--- src/rtl/fsr_pkg.sv ---
package fsr_pkg;
   typedef enum logic [1:0] {
      OP_IDLE  = 2'd0,
      OP_PROG  = 2'd1,
      OP_ERASE = 2'd2,
      OP_SUSP  = 2'd3
   } op_e;

   localparam int TOG_BUSY  = 0;
   localparam int TOG_ESECT = 1;
   localparam int TOG_N     = 2;
endpackage

--- src/rtl/fsr_guard_timer.sv ---
module fsr_guard_timer #(
   parameter int PROG_CYC  = 250,
   parameter int ERASE_CYC = 25000
) (
   input  logic clk,
   input  logic rst_n,
   input  logic start,
   input  logic load_prog,
   input  logic load_erase,
   output logic active
);
   localparam int MAX_CYC = (PROG_CYC > ERASE_CYC) ? PROG_CYC : ERASE_CYC;
   localparam int CNT_W   = $clog2(MAX_CYC + 1);
   localparam logic [CNT_W-1:0] PROG_V  = CNT_W'(PROG_CYC);
   localparam logic [CNT_W-1:0] ERASE_V = CNT_W'(ERASE_CYC);

   logic [CNT_W-1:0] cnt_q;

   always_ff @(posedge clk) begin
      if (!rst_n) begin
         cnt_q <= '0;
      end else if (start) begin
         if (load_prog)
            cnt_q <= PROG_V;
         else if (load_erase)
            cnt_q <= ERASE_V;
         else
            cnt_q <= '0;
      end else if (cnt_q != '0) begin
         cnt_q <= cnt_q - 1'b1;
      end
   end

   assign active = (cnt_q != '0);
endmodule

--- src/rtl/fsr_toggle_bank.sv ---
module fsr_toggle_bank #(
   parameter int N = 2
) (
   input  logic         clk,
   input  logic         rst_n,
   input  logic         clr,
   input  logic [N-1:0] adv,
   output logic [N-1:0] q
);
   for (genvar i = 0; i < N; i++) begin : g_dom
      always_ff @(posedge clk) begin
         if (!rst_n || clr)
            q[i] <= 1'b0;
         else if (adv[i])
            q[i] <= ~q[i];
      end
   end
endmodule

--- src/rtl/fsr_status_mux.sv ---
module fsr_status_mux
   import fsr_pkg::*;
(
   input  op_e        eff,
   input  logic       addr_in_erase,
   input  logic       prog_d7,
   input  logic       time_over,
   input  logic       win_expired,
   input  logic       tog_busy,
   input  logic       tog_esect,
   input  logic [7:0] array_data,
   output logic [7:0] byte_o
);
   logic esect_bit;
   assign esect_bit = addr_in_erase & tog_esect;

   always_comb begin
      unique case (eff)
         OP_PROG:  byte_o = {~prog_d7, tog_busy, time_over, 5'b0};
         OP_ERASE: byte_o = {1'b0, tog_busy, time_over, 1'b0,
                             win_expired, esect_bit, 2'b0};
         OP_SUSP:  byte_o = addr_in_erase ? {2'b11, 3'b0, esect_bit, 2'b0}
                                          : array_data;
         default:  byte_o = array_data;
      endcase
   end
endmodule

--- src/rtl/flash_status_responder.sv ---
module flash_status_responder
   import fsr_pkg::*;
#(
   parameter int CLK_MHZ      = 250,
   parameter int PROG_WIN_US  = 1,
   parameter int ERASE_WIN_US = 100
) (
   input  logic       clk,
   input  logic       rst_n,
   input  logic [1:0] op_state,
   input  logic       op_start,
   input  logic       tgt_prot,
   input  logic       time_over,
   input  logic       win_expired,
   input  logic       addr_in_erase,
   input  logic [7:0] prog_data,
   input  logic [7:0] array_data,
   input  logic       rd_stb,
   output logic [7:0] status_q
);
   localparam int PROG_CYC  = CLK_MHZ * PROG_WIN_US;
   localparam int ERASE_CYC = CLK_MHZ * ERASE_WIN_US;

   if (CLK_MHZ < 1) begin : g_bad_clk
      $error("CLK_MHZ must be at least 1");
   end
   if (PROG_WIN_US < 1 || ERASE_WIN_US < 1) begin : g_bad_win
      $error("protection windows must be at least 1 us");
   end

   op_e              op_in;
   op_e              kind_q;
   op_e              eff_state;
   logic             prot_q;
   logic             win_active;
   logic             is_prot_start;
   logic [TOG_N-1:0] tog_q;
   logic [TOG_N-1:0] tog_adv;
   logic [7:0]       resp;
   logic [1:0]       eff_bits;

   assign op_in         = op_e'(op_state);
   assign is_prot_start = op_start & tgt_prot &
                          ((op_in == OP_PROG) || (op_in == OP_ERASE));

   always_ff @(posedge clk) begin
      if (!rst_n) begin
         prot_q <= 1'b0;
         kind_q <= OP_IDLE;
      end else if (op_start) begin
         prot_q <= is_prot_start;
         kind_q <= op_in;
      end
   end

   fsr_guard_timer #(
      .PROG_CYC  (PROG_CYC),
      .ERASE_CYC (ERASE_CYC)
   ) u_timer (
      .clk        (clk),
      .rst_n      (rst_n),
      .start      (op_start),
      .load_prog  (is_prot_start && (op_in == OP_PROG)),
      .load_erase (is_prot_start && (op_in == OP_ERASE)),
      .active     (win_active)
   );

   always_comb begin
      if (win_active)
         eff_state = kind_q;
      else if (prot_q)
         eff_state = OP_IDLE;
      else
         eff_state = op_in;
   end
   assign eff_bits = eff_state;

   assign tog_adv[TOG_BUSY]  = rd_stb &&
                               ((eff_state == OP_PROG) || (eff_state == OP_ERASE));
   assign tog_adv[TOG_ESECT] = rd_stb && addr_in_erase &&
                               ((eff_state == OP_ERASE) || (eff_state == OP_SUSP));

   fsr_toggle_bank #(.N(TOG_N)) u_tog (
      .clk   (clk),
      .rst_n (rst_n),
      .clr   (op_start),
      .adv   (tog_adv),
      .q     (tog_q)
   );

   fsr_status_mux u_mux (
      .eff           (eff_state),
      .addr_in_erase (addr_in_erase),
      .prog_d7       (prog_data[7]),
      .time_over     (time_over),
      .win_expired   (win_expired),
      .tog_busy      (tog_q[TOG_BUSY]),
      .tog_esect     (tog_q[TOG_ESECT]),
      .array_data    (array_data),
      .byte_o        (resp)
   );

   always_ff @(posedge clk) begin
      if (!rst_n)
         status_q <= '0;
      else if (rd_stb)
         status_q <= resp;
   end
endmodule

--- config.mk ---
export PLATFORM = sky130hd
export DESIGN_NAME = flash_status_responder
export DESIGN_NICKNAME = d
export VERILOG_FILES = /design/src/rtl/fsr_pkg.sv /design/src/rtl/fsr_guard_timer.sv /design/src/rtl/fsr_toggle_bank.sv /design/src/rtl/fsr_status_mux.sv /design/src/rtl/flash_status_responder.sv
export SDC_FILE = /design/constraint.sdc
export NUM_CORES = 1
export LEC_CHECK = 0
export BUFFER_PORTS_ARGS = -buffer_cell sky130_fd_sc_hd__buf_2
export CAP_MARGIN = 20
export CORE_ASPECT_RATIO = 1.4
export CORE_MARGIN = 8
export CORE_UTILIZATION = 41
export CTS_BUF_LIST = sky130_fd_sc_hd__clkbuf_4 sky130_fd_sc_hd__clkbuf_8
export CTS_CLUSTER_SIZE = 8
export DETAILED_ROUTE_END_ITERATION = 10
export PLACE_DENSITY = 0.73
export SLEW_MARGIN = 20
export SYNTH_ARGS = -nofsm -noshare
export SYNTH_HDL_FRONTEND = slang
export SYNTH_HIERARCHICAL = 1
export SYNTH_SLANG_ARGS = --single-unit
export TNS_END_PERCENT = 50
--- constraint.sdc ---
create_clock -name clk -period 3.4 [get_ports clk]
set_input_delay 0.68 -clock clk [delete_from_list [all_inputs] [get_ports clk]]
set_output_delay 0.68 -clock clk [all_outputs]
set_load 0.02 [all_outputs]
### After elaboration in Yosys (flattened, before gate mapping)

Index checks and enable logic that the tools add are counted.

| word-level totals | value |
|---|---|
| register bits | 28 |
| input bits | 26 |
| output and inout bits | 8 |
| logic and storage cells | 38 |

| cells by class | value |
|---|---|
| add/sub/neg operators | 1 |
| equality and inequality tests | 5 |
| multiplexer cells | 8 |
| bitwise logic cells | 6 |
| reduce and logical (&&, ||, !) cells | 12 |

Operators with widths:

| operator | number |
|---|---|
| $mux W15 | 4 |
| $pmux W8 S3 | 1 |
| $reduce_bool A15 Y1 | 1 |
| $sub A15 B1 Y15 const B | 1 |
| $mux W8 | 1 |
| $eq A2 B2 Y1 const B | 3 |
| $logic_and A1 B1 Y1 | 5 |
| $eq A2 B1 Y1 const B | 2 |
| $logic_or A1 B1 Y1 | 4 |
| $mux W2 | 2 |
| $and A1 B1 Y1 | 3 |
| $not A1 Y1 | 3 |
| $reduce_bool A2 Y1 | 1 |
| $logic_not A1 Y1 | 1 |

### Longest topological paths before layout

Gate-level depths: netlist (run 1).

| depth | value |
|---|---|
| depth after elaboration | 7 |
| mapped depth | 14 |
| mapped depth without buffers | 12 |

### Hierarchy

Netlist (run 1), hierarchy kept.

Modules (own cells, without submodules):

| module | instances | cells each | area an instance (µm²) | sequential area each (µm²) |
|---|---|---|---|---|
| fsr_guard_timer | 1 | 96 | 812.0 | 300.3 |
| flash_status_responder | 1 | 52 | 543.0 | 220.2 |
| fsr_status_mux | 1 | 27 | 176.4 | 0.0 |
| fsr_toggle_bank | 1 | 7 | 71.3 | 40.0 |

### Least setup slack after synthesis (run 1)

Ideal clock, no wire load.

| path | value |
|---|---|
| path kind | register to register |
| from | register u_timer.cnt_q[0] |
| to | register status_q[3] |
| data arrival time | 2453 ps |
| required time | 3284 ps |
| slack | 831 ps |
| cell stages (with the launch flop) | 13 |
| buffers on the path | 2 |
| cell sequence | dfxtp_1 -> inv_1 -> ha_1 -> nor3b_1 -> and4_1 -> clkbuf_1 -> inv_2 -> o31ai_1 -> buf_4 -> mux2i_1 -> o22ai_1 -> mux2i_1 -> nor2b_1 |

| on the way | value |
|---|---|
| word-level cells in the longest chain between the ends | 4 |

RTL lines:

| element | RTL line | text |
|---|---|---|
| start, declared | fsr_guard_timer.sv:17 | `logic [CNT_W-1:0] cnt_q;` |
| start signal, assigned | fsr_guard_timer.sv:30 | `cnt_q <= cnt_q - 1'b1;` |
| $reduce_bool A15 Y1 * | fsr_guard_timer.sv:34 | `assign active = (cnt_q != '0);` |
| net win_active | flash_status_responder.sv:35 | `logic win_active;` |
| $mux W2 * | flash_status_responder.sv:69 | `if (win_active)` |
| net eff_bits[1] | flash_status_responder.sv:40 | `logic [1:0] eff_bits;` |
| $eq A2 B2 Y1 or $eq A2 B1 Y1 (tied branches) | fsr_status_mux.sv:18 | `unique case (eff)` |
| $pmux W8 S3 * | fsr_status_mux.sv:18 |  |
| net resp[3] | flash_status_responder.sv:39 | `logic [7:0] resp;` |
| end signal, assigned | flash_status_responder.sv:107 | `status_q <= resp;` |
| end, declared | flash_status_responder.sv:19 | `output logic [7:0] status_q` |

The timed path passes the listed nets; every way through them passes the cells marked *.
A chain may end at the register's enable or synchronous reset.

### Worst setup path in the final report (run 1)

| path | value |
|---|---|
| from | register u_timer.cnt_q[0] |
| to | register status_q[4] |

Same word-level chain as after synthesis.

==> results of run 1 <==
metal layers:
metal / share of wire (%) / up-vias
li1: - / 711
met1: 43 / 654
met2: 49 / 30
met3: 7.3 / 2
met4: 0.47 / 0
met5: 0 / -
cell type report:
class | count | share of cell area, %
well taps | 43 | 2.95
multi-input cells | 136 | 52.6
flip-flops and latches | 28 | 30.8
clock buffers | 4 | 3.02
inverters | 9 | 1.85
repair buffers | 30 | 8.79
report_power, final:
part | internal (mW) | switching [mW]
clock | 0.103 | 0.0948
sequential | 0.447 | 0.112
combinational | 0.598 | 0.733
total | 1.15 | 0.941
how the worst max path moves through the flow:
stage | from | to | slack (ps) | cells after the start
5_1_grt | u_timer/cnt_q[0] | status_q[4] | 500 | 12
3_5_place_dp | u_timer/cnt_q[0] | status_q[4] | 830 | 12
2_1_floorplan | u_timer/cnt_q[0] | status_q[3] | 830 | 12
3_3_place_gp | u_timer/cnt_q[0] | status_q[1] | 860 | 12
6_report | u_timer/cnt_q[0] | status_q[4] | 840 | 12
4_1_cts | u_timer/cnt_q[0] | status_q[4] | 810 | 12
worst reg2reg max path: stages, from the launching register on:
cell and delay [ps]:
dfxtp_1 340, inv_1 80, ha_1 180, nor3b_1 410, and4_1 300, inv_2 100, o31ai_2 180, buf_4 200
nand2b_1 120, mux2i_1 260, and2_1 170, mux2i_1 60, nor2b_1 110
cells in the final DEF (no fill, tap or decap), drive strengths merged:
| cell type | instances |
|---|---|
| a211oi | 6 |
| a21oi | 7 |
| a311oi | 1 |
| a31oi | 1 |
| and2 | 4 |
| and3 | 1 |
| and4 | 1 |
| and4b | 1 |
| buf | 30 |
| clkbuf | 4 |
| dfxtp | 28 |
| ha | 5 |
| inv | 9 |
| mux2 | 1 |
| mux2i | 13 |
| nand2 | 11 |
| nand2b | 3 |
| nand3 | 4 |
| nand3b | 2 |
| nand4b | 3 |
| nor2 | 10 |
| nor2b | 12 |
| nor3 | 4 |
| nor3b | 1 |
| nor4 | 3 |
| o211a | 1 |
| o21a | 8 |
| o21ai | 6 |
| o221ai | 1 |
| o22ai | 1 |
| o2bb2ai | 1 |
| o31ai | 5 |
| o41ai | 2 |
| or2 | 1 |
| or3 | 4 |
| or3b | 1 |
| or4 | 7 |
| xnor2 | 4 |
state kept, by name (all words and copies together), names as in the netlist:
register / cells
kind_q: 2
u_timer/cnt_q: 15
u_tog/q: 2
status_q: 8
prot_q: 1
cell families after synthesis:
| group | after synthesis |
|---|---|
| buf+inv | 18 |
| compound gates | 40 |
| mux | 14 |
| simple gates | 73 |
| fa+ha+maj | 5 |
| flops | 28 |
| xor+xnor | 4 |
==> metrics.yaml, run 1 <==
status:
  status: "finished, final reports clean"
sta:
  clock_skew_ps: 9.51
  fin_setup_tns_ps: 0
  finalMaxSlewViolations: 0
  fin_crit_sh_pct: 75.3
  finalWorstPathRequiredPeriod_ps: 2560
  slew_headroom_pct: 70.2
  hold_slack_ps: 509
  max_freq_mhz: 391
  hold_violations: 0
  tightest_slew_ps: 446
  setup_viol: 0
  postLayoutSetupSlackWorst_ps: 840
  rsz0062_at_grt: "no"
global_route:
  antenna_found_initial: 0
  grt_use_met3_pct: 1.86
  track_usage_pct: 11.2
  top_usage_layer: "met2"
  use_met2_pct: 20.0
  grt_pass1_wl_um: 5810
  use_met1_pct: 12.6
  grt_overflow: 0
  grt_pass1_vias: 1360
  grt_max_degree: 25
worst_setup_path:
  crit_arrival_ps: 2760
  worstPathCellList: "inv_1, ha_1, nor3b_1, and4_1, inv_2, o31ai_2, buf_4, nand2b_1, mux2i_1, and2_1, mux2i_1, nor2b_1"
  path_max_fanout: 11
  cp_num_buf_inv: 3
  path_class: "reg -> reg"
  rrSetupSlack_ps: 840
  crit_top_cell: "mux2i_1"
  end_kind: "flop"
  slowest_stage: "nor3b_1"
  r2r_start: "u_timer/cnt_q[0]"
  slowest_delay_ps: 410
  required_ps: 3600
  r2r-end: "status_q[4]"
  start_kind: "flop"
  r2r_cells: 12
  crit_family: "simple AND/OR/NAND/NOR gates"
power_and_ir_drop:
  finalPower_mw: 2.09
  power_leakage_nw: 0.784
  p_per_area_nw_per_um2: 1150
  ir_worst_vdd_mv: 0.679
cts:
  cts_tree: "done"
  path_clk_slew_ps: 90
  clk_latency_ps: 270
  cts_buffer_depth: 2
  cts_buffers: 3
  cts_hold_buf: 0
  htree_levels: 1
  ctsResizeCount: 0
  cts_sinks: 28
  cts_root_buf: "clkbuf_8"
  postCtsSetupRepairBufs: 0
route:
  drt-initial-drc-count: 56
  via_per_inst: 5.59
  drc: 0
  drt_first_pass_iters: 4
  wire_per_inst_um: 13.6
  antenna_left: 0
  wirelength_um: 3400
  via_count: 1397
final_layout:
  multiInputGateArea_um2: 958
  final_nets: 239
  final_area_um2: 1820
  seqCellArea_um2: 561
  drive_gt1_share_pct: 20.3
  fillers: 390
  antenna_cells: 0
  finalCoreUtilization_pct: 47.3
  syn_to_final_growth_pct: 13.7
  stdcell_count: 250
logic_synthesis:
  synth-edff-count: 0
  synth.most_common_cell: "dfxtp_1"
  syn_area_um2: 1600
  synth_top_family_by_area: "simple AND/OR/NAND/NOR gates"
  ys_seq_elements: 28
  muxShareOfSynthArea_pct: 8.82
  yosysTopAreaCellShare_pct: 35.0
  yosysTopAreaCell: "dfxtp_1"
  synth_adder_area_share_pct: 3.90
  ys_warn_count: 6
  yosysUniqueCellTypes: 44
  yosysSeqAreaShare_pct: 35.0
  synthCells: 182
  yosys-top-cells-count: "dfxtp_1 (28), mux2i_1 (13), nor2b_1 (12)"
  synth-main-ff-cell: "dfxtp_1"
  synthArstFlopShare_pct: 0
  synth_xor_area_share_pct: 2.19
  synth-compound-area-share_pct: 17.7
  synth_nets: 213
  synthTopCellsByArea: "dfxtp_1 (35%), mux2i_1 (8.1%), nor2b_1 (4.7%)"
  syn_area_per_cell_um2: 8.81
  yosys.area_share.simple_pct: 26.9
job:
  cap_violations: 0
floorplanning:
  start_util_pct: 41.6
  row_count: 27
  die_width_um: 68.8
  die_height_um: 90.0
  die_area_um2: 6190
  ios: 34
  fp.coreArea_um2: 3850
placed_design:
  hpwl_um: 2630
  port_buffers: 26
  post-place-cells: 246
  place.gp.congestion: 0.792
  dpl-instance-area_um2: 1770
  dp_slack_ps: 827
min_path:
  min_delay_path_depth: 2
  hold_start: "prot_q"
  hold_path_class: "reg -> reg"
  min_to: "prot_q"
Note: power is estimated with default switching activity, not from simulation.
==> run 2, diff against run 1 <==
Settings changed: PLACE_DENSITY 0.73 to 0.75.
Clock period 3.4 ns to 2.3 ns, I/O delays scaled along.
==> run 2 against run 1 <==
  * Sequential share of layout area shrank 2.1 points
  * Fmax grew 19%
  * Largest power group unchanged
  * Global-route usage grew 0.12 points
  * Clock power grew 29%
  * Setup slack lost 690 ps
  * Critical path type unchanged
  * Via count grew 3.8%
==> metrics.yaml, run 2 (synthesis results as in run 1) <==
status:
  status: "finished, final reports clean"  # unchanged
sta:
  postLayoutSetupSlackWorst_ps: 153  # was 840 ps
  finalMaxSlewViolations: 0  # unchanged
  finalWorstPathRequiredPeriod_ps: 2150  # was 2560 ps
  slew_headroom_pct: 77.5  # was 70.2%
  tightest_slew_ps: 334  # was 446 ps
  setup_viol: 0  # unchanged
  hold_slack_ps: 461  # was 509 ps
  rsz0062_at_grt: "no"  # unchanged
  hold_violations: 0  # unchanged
  fin_crit_sh_pct: 93.4  # was 75.3%
  clock_skew_ps: 3.57  # was 9.51 ps
  max_freq_mhz: 466  # was 391 MHz
final_layout:
  final_nets: 251  # was 239
  largest_reg_flops: 15  # unchanged
  final_cell_mix: "dfxtp_1 (27), buf_2 (26), buf_4 (15)"  # was dfxtp_1 (28), buf_2 (26), mux2i_1 (13)
  top_regs: "u_timer/cnt_q (15), status_q (8)"  # unchanged
  final_common_cell: "dfxtp_1"  # unchanged
  syn_to_final_growth_pct: 22.2  # was 13.7%
  final_area_um2: 1960  # was 1820 µm²
  antenna_cells: 0  # unchanged
  drive_gt1_share_pct: 28.0  # was 20.3%
  top_register: "u_timer/cnt_q"  # unchanged
route:
  antenna_left: 0  # unchanged
  via_per_inst: 5.56  # was 5.59
  drc: 0  # unchanged
  drt_first_pass_iters: 4  # unchanged
  wire_per_inst_um: 13.4  # was 13.6 µm
  drt-initial-drc-count: 50  # was 56
  via_count: 1450  # was 1397
  wirelength_um: 3500  # was 3400 µm
global_route:
  antenna_found_initial: 0  # unchanged
  grt_max_degree: 24  # was 25
  grt_overflow: 0  # unchanged
  grt_pass1_vias: 1340  # was 1360
  grt_pass1_wl_um: 5820  # was 5810 µm
  track_usage_pct: 11.4  # was 11.2%
power_and_ir_drop:
  clkPwrFrac_pct: 7.4  # was 9.5%
  pwr-share-comb_pct: 69.0  # was 63.8%
  finalPower_mw: 3.45  # was 2.09 mW
  switchingPower_mw: 1.50  # was 941 µW
  power_leakage_nw: 0.853  # was 0.784 nW
  ir_worst_vdd_mv: 1.05  # was 0.679 mV
  intPower_mw: 1.95  # was 1.15 mW
  swShare_pct: 43.4  # was 45.0%
  p_per_area_nw_per_um2: 1760  # was 1150 nW/µm²
  pwr-share-seq_pct: 23.6  # was 26.8%
worst_setup_path:
  path_max_fanout: 8  # was 11
  rrSetupSlack_ps: 150  # was 840 ps
  required_ps: 2460  # was 3600 ps
  slowest_delay_ps: 330  # was 410 ps
  crit_arrival_ps: 2310  # was 2760 ps
  start_kind: "flop"  # unchanged
  crit_family: "simple AND/OR/NAND/NOR gates"  # unchanged
  r2r_cells: 12  # unchanged
  path_class: "reg -> reg"  # unchanged
  r2r-end: "status_q[3]"  # was status_q[4]
  path_depth: 12  # unchanged
  end_kind: "flop"  # unchanged
  slowest_stage: "dfxtp_1"  # was nor3b_1
  cp_num_buf_inv: 4  # was 3
  r2r_start: "u_timer/cnt_q[1]"  # was u_timer/cnt_q[0]
  worstPathCellList: "inv_2, ha_4, nor3b_4, and4_1, inv_2, o31ai_4, buf_6, buf_4, mux2i_1, o22ai_1, mux2i_1, nor2b_1"  # was inv_1, ha_1, nor3b_1, and4_1, inv_2, o31ai_2, buf_4, nand2b_1, mux2i_1, and2_1, mux2i_1, nor2b_1
cts:
  path_clk_slew_ps: 90  # about the same
  htree_levels: 1  # unchanged
  cts_root_buf: "clkbuf_8"  # unchanged
  cts_tree: "done"  # unchanged
  cts_buffer_depth: 2  # unchanged
  cts_sinks: 28  # unchanged
  clk_latency_ps: 270  # about the same
  cts_buffers: 3  # unchanged
  cts_hold_buf: 0  # unchanged
floorplanning:
  die_area_um2: 6190  # unchanged
  die_height_um: 90.0  # unchanged
  fp.coreArea_um2: 3850  # unchanged
  start_util_pct: 41.6  # unchanged
  die_width_um: 68.8  # unchanged
  ios: 34  # unchanged
  row_count: 27  # unchanged
min_path:
  min_to: "prot_q"  # unchanged
  hold_path_class: "in -> reg"  # was reg -> reg
  hold_start: "tgt_prot"  # was prot_q
  min_delay_path_depth: 3  # was 2
placed_design:
  dpl-instance-area_um2: 1850  # was 1770 µm²
  place.gp.congestion: 0.758  # was 0.792
  dp_slack_ps: 5.66  # was 827 ps
  hpwl_um: 2670  # was 2630 µm
  port_buffers: 26  # unchanged
job:
  cap_violations: 0  # unchanged
run 2: worst min-delay path: cells and delay by family:
family	cells	cell delay (ps)
buffers and inverters	1	90
AND/OR/NAND/NOR	2	150
run 2: final cells by class:
class                           count  area, µm²
Inverter                            9       33.8
Timing Repair Buffer               42        254
Sequential cell                    28        562
Tap cell                           43       53.8
Multi-Input combinational cell    136       1010
Clock buffer                        3       41.3
Fill cell                         359       1890
run 2: how the worst max path moves through the flow:
stage	start	end	slack (ps)
finish	u_timer/cnt_q[1]	status_q[3]	150
detailed placement	u_timer/cnt_q[8]	status_q[5]	6
global route	u_timer/cnt_q[0]	status_q[5]	10
floorplan	u_timer/cnt_q[0]	status_q[3]	60
global placement	u_timer/cnt_q[8]	status_q[5]	-9
CTS	u_timer/cnt_q[0]	status_q[5]	40
run 2: metal layers:
layer	track usage (%)	vias up	routed length [µm]
met5	0	-	0
li1	-	730	-
met4	3.87	0	38
met3	2.36	5	211
met2	19.4	35	1760
met1	13.2	680	1490
run 2: metrics by stage:
stage | util (%) | std cells | setup TNS [ps]
2_1_floorplan | - | 182 | 0
3_3_place_gp | 48.0 | 255 | -8.95
3_5_place_dp | 48.0 | 255 | 0
4_1_cts | 49.4 | 259 | 0
5_1_grt | 50.9 | 261 | 0
6_report | 50.9 | 261 | 0
run 2: power groups by stage:
stage	Combinational (mW)	Clock [mW]	Sequential (mW)
CTS	2.22	0.268	0.788
finish	2.38	0.256	0.814
detailed placement	2.17	0	0.792
floorplan	1.53	0	0.857
global route	2.63	0.289	0.840
global placement	2.15	0	0.785
run 2: repair_timing:
item | in CTS | in global routing
resized for setup | 1 | 10
pin swaps | 1 | 2
buffers inserted | 1 | 2
setup endpoints to repair | 1 | 10
==> run 3, diff against run 2 <==
Settings changed: BUFFER_PORTS_ARGS -buffer_cell sky130_fd_sc_hd__buf_2 to unset, CORE_ASPECT_RATIO 1.4 to 1.25, DONT_BUFFER_PORTS set to 1, PLACE_DENSITY 0.75 to 0.67.
==> run 3 against run 2 <==
  * Cell area fell by 7.0%
  * Hold slack got worse by 160 ps
  * Largest cell class unchanged
  * Critical endpoint is now status_q[4]
  * Total power up 0.40%
  * Wire length increased by 0.49%
==> metrics.yaml, run 3 (synthesis results as in run 1) <==
power_and_ir_drop:
  finalPower_mw: 3.46  # was 3.45 mW
  ir_worst_vdd_mv: 1.25  # was 1.05 mV
  power_leakage_nw: 0.733  # was 0.853 nW
  p_per_area_nw_per_um2: 1900  # was 1760 nW/µm²
sta:
  fin_setup_tns_ps: 0  # unchanged
  finalWorstPathRequiredPeriod_ps: 2160  # was 2150 ps
  finalMaxSlewViolations: 0  # unchanged
  slew_headroom_pct: 77.2  # was 77.5%
  max_freq_mhz: 462  # was 466 MHz
  setup_viol: 0  # unchanged
  fin_crit_sh_pct: 94.0  # was 93.4%
  tightest_slew_ps: 339  # was 334 ps
  clock_skew_ps: 1.64  # was 3.57 ps
  hold_violations: 0  # unchanged
cts:
  clk_latency_ps: 270  # about the same
  htree_levels: 1  # unchanged
  cts_sinks: 28  # unchanged
  cts_buffer_depth: 2  # unchanged
  path_clk_slew_ps: 90  # about the same
  cts_root_buf: "clkbuf_8"  # unchanged
  cts_hold_buf: 0  # unchanged
  cts_tree: "done"  # unchanged
  cts_buffers: 3  # unchanged
worst_setup_path:
  required_ps: 2520  # was 2460 ps
  path_max_fanout: 9  # was 8
  crit_arrival_ps: 2380  # was 2310 ps
  end_kind: "flop"  # unchanged
  start_kind: "flop"  # unchanged
  path_class: "reg -> reg"  # unchanged
final_layout:
  largest_reg_flops: 15  # unchanged
  syn_to_final_growth_pct: 13.7  # was 22.2%
  final_cell_mix: "dfxtp_1 (26), buf_4 (13), nor2b_1 (12), mux2i_1 (12), nand2_1 (11)"  # was dfxtp_1 (27), buf_2 (26), buf_4 (15)
  top_register: "u_timer/cnt_q"  # unchanged
  drive_gt1_share_pct: 18.4  # was 28.0%
  final_common_cell: "dfxtp_1"  # unchanged
  top_regs: "u_timer/cnt_q (15), status_q (8)"  # unchanged
  antenna_cells: 0  # unchanged
  final_nets: 222  # was 251
placed_design:
  place.gp.congestion: 0.833  # was 0.758
  hpwl_um: 2680  # was 2670 µm
  port_buffers: 0  # was 26
global_route:
  track_usage_pct: 11.5  # was 11.4%
  antenna_found_initial: 0  # unchanged
  grt_pass1_wl_um: 5800  # was 5820 µm
  grt_overflow: 0  # unchanged
  grt_max_degree: 25  # was 24
  grt_pass1_vias: 1350  # was 1340
route:
  wirelength_um: 3520  # was 3500 µm
  via_per_inst: 5.90  # was 5.56
  antenna_left: 0  # unchanged
  drt-initial-drc-count: 29  # was 50
  drt_first_pass_iters: 4  # unchanged
  drc: 0  # unchanged
  via_count: 1357  # was 1450
  wire_per_inst_um: 15.3  # was 13.4 µm
floorplanning:
  row_count: 25  # was 27
  fp.coreArea_um2: 3750  # was 3850 µm²
  start_util_pct: 42.7  # was 41.6%
  die_area_um2: 6180  # was 6190 µm²
  die_width_um: 71.9  # was 68.8 µm
  die_height_um: 85.9  # was 90.0 µm
  ios: 34  # unchanged
min_path:
  hold_path_class: "in -> reg"  # unchanged
status:
  status: "finished, final reports clean"  # unchanged
job:
  cap_violations: 0  # unchanged
## run 3: report_power, final
part	internal [mW]	switching (mW)	leakage (nW)
Clock	0.153	0.148	0.0288
Combinational	1.13	1.12	0.474
Sequential	0.665	0.254	0.230
Total	1.94	1.52	0.733
## run 3: stage by stage
step	area [µm²]	setup slack [ps]	cells	hold WS (ps)	util (%)
floorplan	1620	55.3	182	472	-
global placement	1680	113	221	493	44.7
detailed placement	1680	-37.9	221	502	44.7
CTS	1770	0.578	229	295	47.2
global route	1820	-2.90	230	284	48.6
finish	1820	138	230	300	48.6
## run 3: timing repair
| item | 4_1_cts | 5_1_grt |
|---|---|---|
| pin swaps | 1 | 3 |
| gates resized for setup | 4 | 10 |
| setup endpoints to repair | 3 | 10 |
| setup buffers | 4 | 1 |
## run 3: worst paths after layout
path,startpoint,to,slack [ps],cells past startpoint
min reg2reg,prot_q,prot_q,520,2
min,rst_n,u_timer/cnt_q[4],300,1
max reg2reg,u_timer/cnt_q[0],status_q[4],140,11
max,u_timer/cnt_q[0],status_q[4],140,11
## run 3: worst max-delay path: stages (launching register included)
cell	delay (ps)
dfxtp_2	350
inv_2	80
ha_4	140
nor3b_4	190
and4_4	270
inv_6	60
o31ai_4	280
nand2b_1	160
mux2i_2	220
and2_1	160
mux2i_1	70
nor2b_1	110
## run 3: final cells by class
cell class / instances / area [µm²]
multi-input combinational: 136 / 1020
clock buffer: 4 / 55.1
tap: 40 / 50.0
inverter: 9 / 38.8
sequential: 28 / 563
fill: 363 / 1930
timing repair buffer: 13 / 97.6
## run 3: metal layers
layer / up-vias / global-route usage, % / routed length, µm
li1: 676 / - / -
met2: 36 / 21.9 / 1740
met1: 640 / 10.8 / 1450
met4: 0 / 5.03 / 50
met5: - / 0 / 0
met3: 5 / 3.50 / 281
